[src/rtl/irqd_pkg.sv]
// Shared codes for the interrupt distributor.
// Assumes the command and status encodings below are fixed by software.
package irqd_pkg;

    typedef enum logic [7:0] {
        OP_UNIT_OFF = 8'h00,
        OP_UNIT_ON  = 8'h01,
        OP_CLEAR    = 8'h02,
        OP_ASSERT   = 8'h03,
        OP_WMODE    = 8'h04,
        OP_RSTATUS  = 8'h05,
        OP_RACK     = 8'h06,
        OP_RPEND    = 8'h07,
        OP_RMODE    = 8'h08,
        OP_WMASK    = 8'h09,
        OP_RMASK    = 8'h0A
    } irqd_op_e;

    localparam logic [7:0] DEST_NONE   = 8'd0;
    localparam logic [7:0] DEST_ROTATE = 8'd1;
    localparam logic [7:0] DEST_FIRST  = 8'd2;
    localparam logic [7:0] DEST_ALL    = 8'd3;

    localparam int TRIG_BIT     = 15;
    localparam int ST_EN_BIT    = 0;
    localparam int ST_ASSERTED  = 1;
    localparam int ST_ACK_BIT   = 2;
    localparam int ST_PEND_BIT  = 3;
    localparam int ST_NEXT_LSB  = 8;

endpackage

[src/rtl/irqd_cmd_decode.sv]
// Splits a command word into operation, interrupt number and a one-hot
// select of the addressed interrupt. Assumes NUM_IRQ <= 256.
module irqd_cmd_decode #(
    parameter int NUM_IRQ = 16
) (
    input  logic               cmd_we,
    input  logic [15:0]        cmd_word,
    output logic [7:0]         op,
    output logic [7:0]         irq_num,
    output logic               irq_ok,
    output logic               is_read,
    output logic               unit_on,
    output logic               unit_off,
    output logic [NUM_IRQ-1:0] hit
);
    import irqd_pkg::*;

    logic per_irq_op;

    // Field extraction and range checks.
    always_comb begin
        op         = cmd_word[7:0];
        irq_num    = cmd_word[15:8];
        irq_ok     = (int'(irq_num) < NUM_IRQ);
        per_irq_op = (op >= OP_CLEAR) && (op <= OP_RMASK);
        is_read    = cmd_we && irq_ok && (op == OP_RSTATUS || op == OP_RACK ||
                     op == OP_RPEND || op == OP_RMODE || op == OP_RMASK);
        unit_on    = cmd_we && (op == OP_UNIT_ON);
        unit_off   = cmd_we && (op == OP_UNIT_OFF);
    end

    // One select per interrupt.
    for (genvar i = 0; i < NUM_IRQ; i++) begin : g_hit
        assign hit[i] = cmd_we && irq_ok && per_irq_op && (int'(irq_num) == i);
    end

endmodule

[src/rtl/irqd_rr_pick.sv]
// Finds the first target at or after a pointer (cyclic) and the target
// after that one. Assumes NUM_CPU >= 2.
module irqd_rr_pick #(
    parameter int NUM_CPU = 4,
    localparam int PW = $clog2(NUM_CPU)
) (
    input  logic [NUM_CPU-1:0] mask,
    input  logic [PW-1:0]      ptr,
    output logic [PW-1:0]      cand,
    output logic               cand_ok,
    output logic [PW-1:0]      nxt
);
    // Cyclic search from ptr, then from cand+1.
    always_comb begin
        int idx;
        logic got;
        cand    = ptr;
        cand_ok = 1'b0;
        for (int k = 0; k < NUM_CPU; k++) begin
            idx = int'(ptr) + k;
            if (idx >= NUM_CPU) idx = idx - NUM_CPU;
            if (!cand_ok && mask[idx]) begin
                cand    = PW'(idx);
                cand_ok = 1'b1;
            end
        end
        nxt = cand;
        got = 1'b0;
        for (int k = 1; k <= NUM_CPU; k++) begin
            idx = int'(cand) + k;
            if (idx >= NUM_CPU) idx = idx - NUM_CPU;
            if (!got && mask[idx]) begin
                nxt = PW'(idx);
                got = 1'b1;
            end
        end
    end

endmodule

[src/rtl/irqd_line.sv]
// State and delivery for one common interrupt: target set, policy, trigger,
// pending/taken/acknowledge sets, held level lines and the rotation pointer.
// Assumes hit is a single-cycle strobe and NUM_CPU <= 32.
module irqd_line #(
    parameter int NUM_CPU = 4,
    localparam int PW = $clog2(NUM_CPU)
) (
    input  logic               clk,
    input  logic               rst_n,
    input  logic               unit_en,
    input  logic               hit,
    input  logic [7:0]         op,
    input  logic [31:0]        prm,
    input  logic [NUM_CPU-1:0] take,
    output logic [NUM_CPU-1:0] line_o,
    output logic [NUM_CPU-1:0] mask_o,
    output logic [7:0]         dest_o,
    output logic               trig_o,
    output logic [NUM_CPU-1:0] pend_o,
    output logic [NUM_CPU-1:0] ack_o,
    output logic               asserted_o,
    output logic [PW-1:0]      next_o
);
    import irqd_pkg::*;

    logic [NUM_CPU-1:0] mask_q, pend_q, ack_q, taken_q, held_q, pulse_q;
    logic [7:0]         dest_q;
    logic               trig_q, asserted_q;
    logic [PW-1:0]      ptr_q, cand, nxt;
    logic               cand_ok;
    logic [NUM_CPU-1:0] rcp, got, pend_tk;

    irqd_rr_pick #(.NUM_CPU(NUM_CPU)) u_pick (
        .mask(mask_q), .ptr(ptr_q), .cand(cand), .cand_ok(cand_ok), .nxt(nxt)
    );

    // Recipient set for an assert under the current policy.
    always_comb begin
        rcp = '0;
        case (dest_q)
            DEST_ROTATE: if (cand_ok) rcp[cand] = 1'b1;
            DEST_FIRST,
            DEST_ALL:    rcp = mask_q;
            default:     rcp = '0;
        endcase
    end

    // Effect of take strobes on the pending set.
    always_comb begin
        got     = take & pend_q;
        pend_tk = ((dest_q == DEST_FIRST) && (|got)) ? '0 : (pend_q & ~got);
    end

    // Per-interrupt state update.
    always_ff @(posedge clk) begin
        if (!rst_n) begin
            mask_q     <= '0;
            dest_q     <= '0;
            trig_q     <= 1'b0;
            pend_q     <= '0;
            ack_q      <= '0;
            taken_q    <= '0;
            held_q     <= '0;
            pulse_q    <= '0;
            asserted_q <= 1'b0;
            ptr_q      <= '0;
        end else begin
            pulse_q <= '0;
            pend_q  <= pend_tk;
            taken_q <= taken_q | got;
            if (hit) begin
                case (op)
                    OP_CLEAR: begin
                        ack_q      <= ack_q | taken_q | got;
                        taken_q    <= '0;
                        held_q     <= '0;
                        pend_q     <= '0;
                        asserted_q <= 1'b0;
                    end
                    OP_ASSERT: begin
                        pend_q     <= pend_tk | rcp;
                        ack_q      <= ack_q & ~rcp;
                        taken_q    <= (taken_q | got) & ~rcp;
                        asserted_q <= 1'b1;
                        if (trig_q) pulse_q <= unit_en ? rcp : '0;
                        else        held_q  <= held_q | rcp;
                        if (dest_q == DEST_ROTATE && cand_ok) ptr_q <= nxt;
                    end
                    OP_WMODE: begin
                        dest_q <= prm[7:0];
                        trig_q <= prm[TRIG_BIT];
                    end
                    OP_WMASK: mask_q <= prm[NUM_CPU-1:0];
                    default: ;
                endcase
            end
        end
    end

    // Output lines and readback.
    always_comb begin
        line_o     = trig_q ? pulse_q : (unit_en ? held_q : '0);
        mask_o     = mask_q;
        dest_o     = dest_q;
        trig_o     = trig_q;
        pend_o     = pend_q;
        ack_o      = ack_q;
        asserted_o = asserted_q;
        next_o     = cand_ok ? cand : ptr_q;
    end

endmodule

[src/rtl/irq_distributor.sv]
// Top of the interrupt distributor: command decode, unit enable, the
// parameter register, one irqd_line per common interrupt and the read mux.
// Assumes 2 <= NUM_CPU <= 32, NUM_IRQ <= 256, PRM_W = 32.
module irq_distributor #(
    parameter int NUM_IRQ = 16,
    parameter int NUM_CPU = 4,
    parameter int PRM_W   = 32
) (
    input  logic                       clk,
    input  logic                       rst_n,
    input  logic                       cmd_we,
    input  logic [15:0]                cmd_word,
    input  logic                       prm_we,
    input  logic [PRM_W-1:0]           prm_wdata,
    input  logic [NUM_CPU*NUM_IRQ-1:0] cpu_take,
    output logic [PRM_W-1:0]           prm_rdata,
    output logic [NUM_CPU*NUM_IRQ-1:0] cpu_irq
);
    import irqd_pkg::*;

    localparam int IW = (NUM_IRQ > 1) ? $clog2(NUM_IRQ) : 1;
    localparam int PW = $clog2(NUM_CPU);

    logic [7:0]         op, irq_num;
    logic               irq_ok, is_read, unit_on, unit_off;
    logic [NUM_IRQ-1:0] hit;
    logic               en_q;
    logic [PRM_W-1:0]   prm_q, rd_val;
    logic [IW-1:0]      sel;

    logic [NUM_CPU-1:0] take_a [NUM_IRQ];
    logic [NUM_CPU-1:0] line_a [NUM_IRQ];
    logic [NUM_CPU-1:0] mask_a [NUM_IRQ];
    logic [NUM_CPU-1:0] pend_a [NUM_IRQ];
    logic [NUM_CPU-1:0] ack_a  [NUM_IRQ];
    logic [7:0]         dest_a [NUM_IRQ];
    logic [PW-1:0]      next_a [NUM_IRQ];
    logic [NUM_IRQ-1:0] trig_v, asrt_v;

    irqd_cmd_decode #(.NUM_IRQ(NUM_IRQ)) u_dec (
        .cmd_we(cmd_we), .cmd_word(cmd_word), .op(op), .irq_num(irq_num),
        .irq_ok(irq_ok), .is_read(is_read), .unit_on(unit_on),
        .unit_off(unit_off), .hit(hit)
    );

    for (genvar i = 0; i < NUM_IRQ; i++) begin : g_irq
        for (genvar c = 0; c < NUM_CPU; c++) begin : g_cpu
            assign take_a[i][c]          = cpu_take[c*NUM_IRQ + i];
            assign cpu_irq[c*NUM_IRQ + i] = line_a[i][c];
        end
        irqd_line #(.NUM_CPU(NUM_CPU)) u_line (
            .clk(clk), .rst_n(rst_n), .unit_en(en_q), .hit(hit[i]), .op(op),
            .prm(prm_q), .take(take_a[i]), .line_o(line_a[i]),
            .mask_o(mask_a[i]), .dest_o(dest_a[i]), .trig_o(trig_v[i]),
            .pend_o(pend_a[i]), .ack_o(ack_a[i]), .asserted_o(asrt_v[i]),
            .next_o(next_a[i])
        );
    end

    // Result of a read command for the addressed interrupt.
    always_comb begin
        sel    = irq_ok ? irq_num[IW-1:0] : '0;
        rd_val = '0;
        case (op)
            OP_RSTATUS: begin
                rd_val[ST_EN_BIT]   = en_q;
                rd_val[ST_ASSERTED] = asrt_v[sel];
                rd_val[ST_ACK_BIT]  = |ack_a[sel];
                rd_val[ST_PEND_BIT] = |pend_a[sel];
                rd_val[ST_NEXT_LSB +: PW] = next_a[sel];
            end
            OP_RACK:  rd_val[NUM_CPU-1:0] = ack_a[sel];
            OP_RPEND: rd_val[NUM_CPU-1:0] = pend_a[sel];
            OP_RMODE: begin
                rd_val[7:0]      = dest_a[sel];
                rd_val[TRIG_BIT] = trig_v[sel];
            end
            OP_RMASK: rd_val[NUM_CPU-1:0] = mask_a[sel];
            default:  rd_val = '0;
        endcase
    end

    // Unit enable and parameter register.
    always_ff @(posedge clk) begin
        if (!rst_n) begin
            en_q  <= 1'b0;
            prm_q <= '0;
        end else begin
            if (unit_on)       en_q <= 1'b1;
            else if (unit_off) en_q <= 1'b0;
            if (is_read)       prm_q <= rd_val;
            else if (prm_we)   prm_q <= prm_wdata;
        end
    end

    assign prm_rdata = prm_q;

endmodule

[config.mk]
export PLATFORM = sky130hd
export DESIGN_NAME = irq_distributor
export DESIGN_NICKNAME = d
export VERILOG_FILES = /design/src/rtl/irqd_pkg.sv /design/src/rtl/irqd_cmd_decode.sv /design/src/rtl/irqd_rr_pick.sv /design/src/rtl/irqd_line.sv /design/src/rtl/irq_distributor.sv
export SDC_FILE = /design/constraint.sdc
export NUM_CORES = 2
export LEC_CHECK = 0
export BUFFER_PORTS_ARGS = -buffer_cell sky130_fd_sc_hd__buf_2
export CORE_MARGIN = 5
export CORE_UTILIZATION = 64
export CTS_CLUSTER_DIAMETER = 30
export DETAILED_ROUTE_END_ITERATION = 6
export PLACE_DENSITY_LB_ADDON = 0.1
export REMOVE_ABC_BUFFERS = 1
export SETUP_SLACK_MARGIN = 0.4
export SYNTH_ARGS = -nofsm -noshare
export SYNTH_HDL_FRONTEND = slang
export SYNTH_SLANG_ARGS = --single-unit
[constraint.sdc]
create_clock -name clk -period 4.4 [get_ports clk]
set_input_delay 0.88 -clock clk [delete_from_list [all_inputs] [get_ports clk]]
set_output_delay 0.88 -clock clk [all_outputs]
set_load 0.01 [all_outputs]
# Word-level counts from Yosys, hierarchy flattened
# Cells that the tools add are included.
# W data, S select, Z words.
# classes
n_bitwise	178
muxes	1021
n_eq_ne	89
add_sub_neg	240
reduce_logical	402
magnitude_cmp	293
# op_table
operator	count
$lt A32 B4 Y1 const B	128
$mux W32	128
$pmux W4 S2	80
$mux W4	120
$mux W1	389
$sub A3 B3 Y4 const B	96
$or A4 B4 Y4	80
$mux W2	147
$ge A3 B3 Y1 const B	96
$eq A8 B2 Y1 const B	35
$and A4 B4 Y4	64
$bmux W1 S2	128
$add A2 B2 Y3 const B	64
$logic_and A1 B1 Y1	166
$eq A8 B1 Y1 const B	17
$not A4 Y4	32
$add A2 B1 Y3 const B	32
$logic_not A1 Y1	96
$reduce_and A2 Y1	48
$reduce_and A3 Y1	32
$reduce_and A5 Y1	16
$sub A4 B3 Y5 const B	16
$reduce_or A4 Y1	18
$add A2 B3 Y4 const B	16
other kinds (29)	179
# word_totals
wordCells	2386
in_bits	116
reg_bits	609

# Depth between registers and ports, before layout
# depth
word_depth	31
mapped_depth	11
mapped_depth_nobuf	7

# Cells and area by module
# A second synthesis with hierarchy kept.
# unflattened
hier_cells	4347
area_unflattened_um2	36523.8
# by_module_without_submodules
mod	instances	area_per_inst_um2	cells_per_inst	seq_area_each_um2
irqd_line	16	1630.3	181	720.7
irq_distributor	1	5218.8	659	660.6
irqd_rr_pick at g_irq[0].u_line.u_pick ...	15	292.8	45	0.0
irqd_cmd_decode	1	511.7	72	0.0
irqd_rr_pick at g_irq[9].u_line.u_pick	1	316.6	45	0.0

# Worst setup path after synthesis
# No wires, ideal clock.
# synth_timing
path_kind	input to register
startpoint	input port cmd_word[15]
endpoint	register prm_q[9] (netlist: prm_rdata[9])
cell_stages	8
slack_ns	1.339
required_time_ns	4.266
setup_time_ns	0.134
path_buffers	2
t_arrival_ns	2.927
path_cell_list	nor4_2 > buf_2 > and2_1 > buf_4 > mux4_2 > nor2_1 > nor2_1 > or4_1
# synth_via
elab_chain_cells	8
word_cells_on_any_way	11
# synth_lines
element	line	rtl
from (decl)	irq_distributor.sv:12	input logic [15:0] cmd_word,
$lt A8 B5 Y1 (*)	irqd_cmd_decode.sv:24	irq_ok = (int'(irq_num) < NUM_IRQ);
$mux W4	irq_distributor.sv:62	sel = irq_ok ? irq_num[IW-1:0] : '0;
$not A4 Y5 (implied by the code)	irq_distributor.sv:70	rd_val[ST_NEXT_LSB +: PW] = next_a[sel];
$bmux W2 S4	irq_distributor.sv:70	
$mux W2 (implied by the code) (2 in a row)	irq_distributor.sv:70	
$mux W2	irq_distributor.sv:64	case (op)
$mux W16	irq_distributor.sv:91	if (is_read) prm_q <= rd_val;
to (signal assigned)	irq_distributor.sv:91	
to (signal assigned)	irq_distributor.sv:92	else if (prm_we) prm_q <= prm_wdata;
to (decl)	irq_distributor.sv:28	logic [PRM_W-1:0] prm_q, rd_val;
# Every way passes the cells marked *; elsewhere a longest branch is shown, timed or not. The select of a mux whose other input is x is not followed.
# A chain may end at the register's enable or synchronous reset.

# Worst setup path in the final report
# layout_timing
startpoint	register en_q
endpoint	output port cpu_irq[26]
# layout_via
elab_chain_cells	2
# layout_lines
element	line	rtl
from (decl)	irq_distributor.sv:27	logic en_q;
from (signal assigned)	irq_distributor.sv:86	en_q <= 1'b0;
from (signal assigned)	irq_distributor.sv:89	if (unit_on) en_q <= 1'b1;
from (signal assigned)	irq_distributor.sv:90	else if (unit_off) en_q <= 1'b0;
$mux W4 (2 in a row)	irqd_line.sv:102	line_o = trig_q ? pulse_q : (unit_en ? held_q : '0);
to (decl)	irq_distributor.sv:17	output logic [NUM_CPU*NUM_IRQ-1:0] cpu_irq
# Every way passes these cells.

==> metrics <==
Hold Crit Class input pin to flip-flop; DPL Wire Length roughly 84000 µm; Hold Fails Final Rpt 0; remaining antenna violation count 0; CTS tree yes; hold path startpoint prm_wdata[22]; PostCTS Resize Cnt 0; most common flop cell mapped by yosys dfxtp_1; CTS sink count 609; commonest cells after routing, fill and taps aside dfxtp_1 (604), nand2_1 (491), a21oi_1 (479), nor2_1 (436), o21ai_0 (220); critical-path cell list buf_4, nand2_1, o21ai_0, buf_2; Worst-Margin Slew 1.29 ns; Die Area 54800 µm²; initial drt markers approximately 5000; startpoint types flip-flop; Yosys warning count 0; CTS Hold Bufs 0; via count of the routed design ~34000; fin. max-slew vios 0; # rows between 80 and 90; Final Cycle Share 0.811; first-pass GRT wire length approximately 180000 µm; Mean Syn Cell Area between 7 and 8 µm²; CP endpoint kind output pin; Post-synth EDFFs 0; Arr. time, crit path between 2 and 3 ns; CTS Buf Count 120; First-pass DRT Iterations 7; simple logic cell fraction of the synthesized area 0.232; slew margin rel. 0.115; Hold Path Stages 3; CP max stage delay between 0.9 and 1 ns; root buffer cell clkbuf_16; f_max 280 MHz; R2R cell count 7; XOR/XNOR share of the synthesized area 0.00463; Critical Path RT 3.52 ns; pwr dens 415 nW/µm²; fill count between 3000 and 4000; Mapped Area roughly 32000 µm²; Max Buffers Root-to-Sink 3; multiplexer share of the synthesized area 0.0778; worst-skew pair later-pin latency approximately 0.69 ns; flop-to-flop setup slack around 1.3 ns; peak supply drop about 0.00047 V; CP top delay family flip-flops; Final setup violation count 0; RSZ-0062 raised after global routing no; Vias per Instance 6.80; leakage power roughly 14 nW; Finished Layout Cells 5053; Placed Cells around 4800; Core ar. 50000 µm²; largest net degree at the start of global routing 99; asr flop ratio synth 0; Hold EP prm_rdata[22]$_SDFFE_PP0P_; H-tree depth 3; final WL around 120000 µm; largest family of logic cells by synthesized area compound AO/OA/AOI/OAI gates; CP Buf/Inv Count 2; RR Endpoint g_irq[13].u_line.pend_o[0]$_SDFF_PN0_; Synth Area in Compound Gates 0.252; total power roughly 16 mW; # nets final between 4000 and 5000; Post-Synthesis Cells 4157; GRT overflow 0; Area Overhead vs Synth 18.4%; Die Span X 234 µm; Avg WL per Cell between 20 and 25 µm; Setup Skew 0.0212 ns; commonest non-fill, non-tap cell in the layout dfxtp_1; multi-input logic area around 18000 µm²; die height roughly 230 µm; sequential cell area roughly 12000 µm²; Setup TNS Final 0 ns; share of layout cells above drive strength 1 0.142; Seq/Total Area, Yosys 0.379; drt drc 10; Synth cell types between 80 and 90; GPL Wtd Cong between 1 and 1.5; worst r2r src g_irq[13].u_line.dest_o[3]$_SDFFE_PN0P_; Yosys reg bits 609; setup bufs post-CTS 0; Initial Utilization 0.643; initial antenna violation count 10; failing checks DRC; adder-cell share of the synthesized area 0; Max-Cap Viols 0; outcome complete, but fails checks; Finished Core Util 0.762; Port Buffers between 200 and 250; Tmin final about 3.6 ns; crit path kind flip-flop to output pin; Critical-path top delay cell dfxtp_2; vias in the first global route between 30000 and 40000; Clock Pin Slew Worst Setup and Hold Paths around 0.050 ns; worst-path fanout max 25; Top Ports between 200 and 250; GRT Util Overall 0.427
[per-layer routing]
metal / vias up / global-route usage / share of wire
met2: 2419 / 0.629 / 0.42
li1: 15300 / - / -
met4: 8 / 0.291 / 0.079
met5: - / 0 / 0.00046
met3: 631 / 0.132 / 0.13
met1: 15980 / 0.538 / 0.36
[logic make-up after synthesis]
family,Yosys count
flip-flops,609
AO/OA/AOI/OAI,1267
XOR/XNOR,17
AND/OR/NAND/NOR,1576
buffers and inverters,452
multiplexers,236
[tightest hold or removal path, stage by stage]
cell     delay, ns
buf_2         0.07
mux2i_1       0.06
nor2_1        0.07
[through the flow]
stage          hold WS, ns  setup WS, ns  area (µm²)
6_report             0.436         0.833       38100
5_1_grt              0.459         0.858       38000
3_5_place_dp         0.443         0.741       33700
3_3_place_gp         0.436         0.790       33700
2_1_floorplan        0.425         -2.74       30800
4_1_cts              0.423         0.908       38000
[sequential cells by signal, summed over array words and instances, names as in the netlist]
signal                   flops
g_irq.u_line.mask_o         64
g_irq.u_line.pulse_q        64
g_irq.u_line.taken_q        64
g_irq.u_line.asserted_o     16
en_q                         1
g_irq.u_line.pend_o         64
g_irq.u_line.trig_o         16
g_irq.u_line.ack_o          64
g_irq.u_line.dest_o        128
g_irq.u_line.held_q         64
g_irq.u_line.ptr_q          32
prm_rdata                   32
[synthesized netlist by cell type (13+ instances only)]
cell / count / area [µm²]
and2_1: 23 / 144
dfxtp_1: 609 / 12200
nor2b_1: 117 / 732
and3_1: 31 / 194
nand2_1: 492 / 1850
nand3b_1: 20 / 150
o22ai_1: 60 / 375
nor2_1: 439 / 1650
o211ai_1: 20 / 150
a21o_1: 18 / 135
clkbuf_1: 270 / 1010
a32o_1: 31 / 310
a21boi_0: 13 / 97.6
a31oi_1: 37 / 231
a21oi_1: 479 / 2400
o31ai_1: 20 / 150
a22oi_1: 48 / 360
a221oi_1: 27 / 236
a211oi_1: 60 / 450
o32ai_1: 19 / 166
inv_1: 121 / 454
a221o_1: 19 / 190
a32oi_1: 21 / 184
buf_2: 33 / 165
nand2b_1: 42 / 263
xor2_1: 13 / 114
a22o_1: 39 / 342
o21ai_0: 220 / 1100
a2bb2oi_1: 18 / 158
nor3_1: 65 / 325
nand3_1: 217 / 1090
nor4_1: 25 / 156
mux2_2: 21 / 236
buf_1: 23 / 86.3
mux2i_1: 206 / 2060
nor3b_1: 19 / 143
o221ai_1: 25 / 219
[final cells by class]
type,instances,area share
Inverter,123,0.0123
Multi-Input combinational cell,3096,0.479
Tap cell,672,0.0221
Sequential cell,609,0.320
Antenna cell,6,0.000394
Clock buffer,146,0.0857
Clock inverter,80,0.0282
Timing Repair Buffer,321,0.0517
[worst max path at each step]
stage / startpoint / to / cells after the start
floorplan: rst_n / g_irq[15].u_line.pend_o[0]$_SDFF_PN0_ / 4
finish: en_q$_SDFFE_PN0P_ / cpu_irq[26] / 4
global placement: cmd_word[15] / g_irq[11].u_line.ptr_q[1]$_SDFFE_PN0P_ / 9
global route: en_q$_SDFFE_PN0P_ / cpu_irq[31] / 4
CTS: en_q$_SDFFE_PN0P_ / cpu_irq[63] / 4
detailed placement: cmd_word[15] / prm_rdata[0]$_SDFFE_PN0P_ / 10
[report_power, final]
part | internal [mW] | switching [mW]
clock network | 6.41 | 3.22
logic | 0.166 | 0.442
registers | 5.54 | 0.0325
Note: power is estimated with default switching activity, not from simulation.
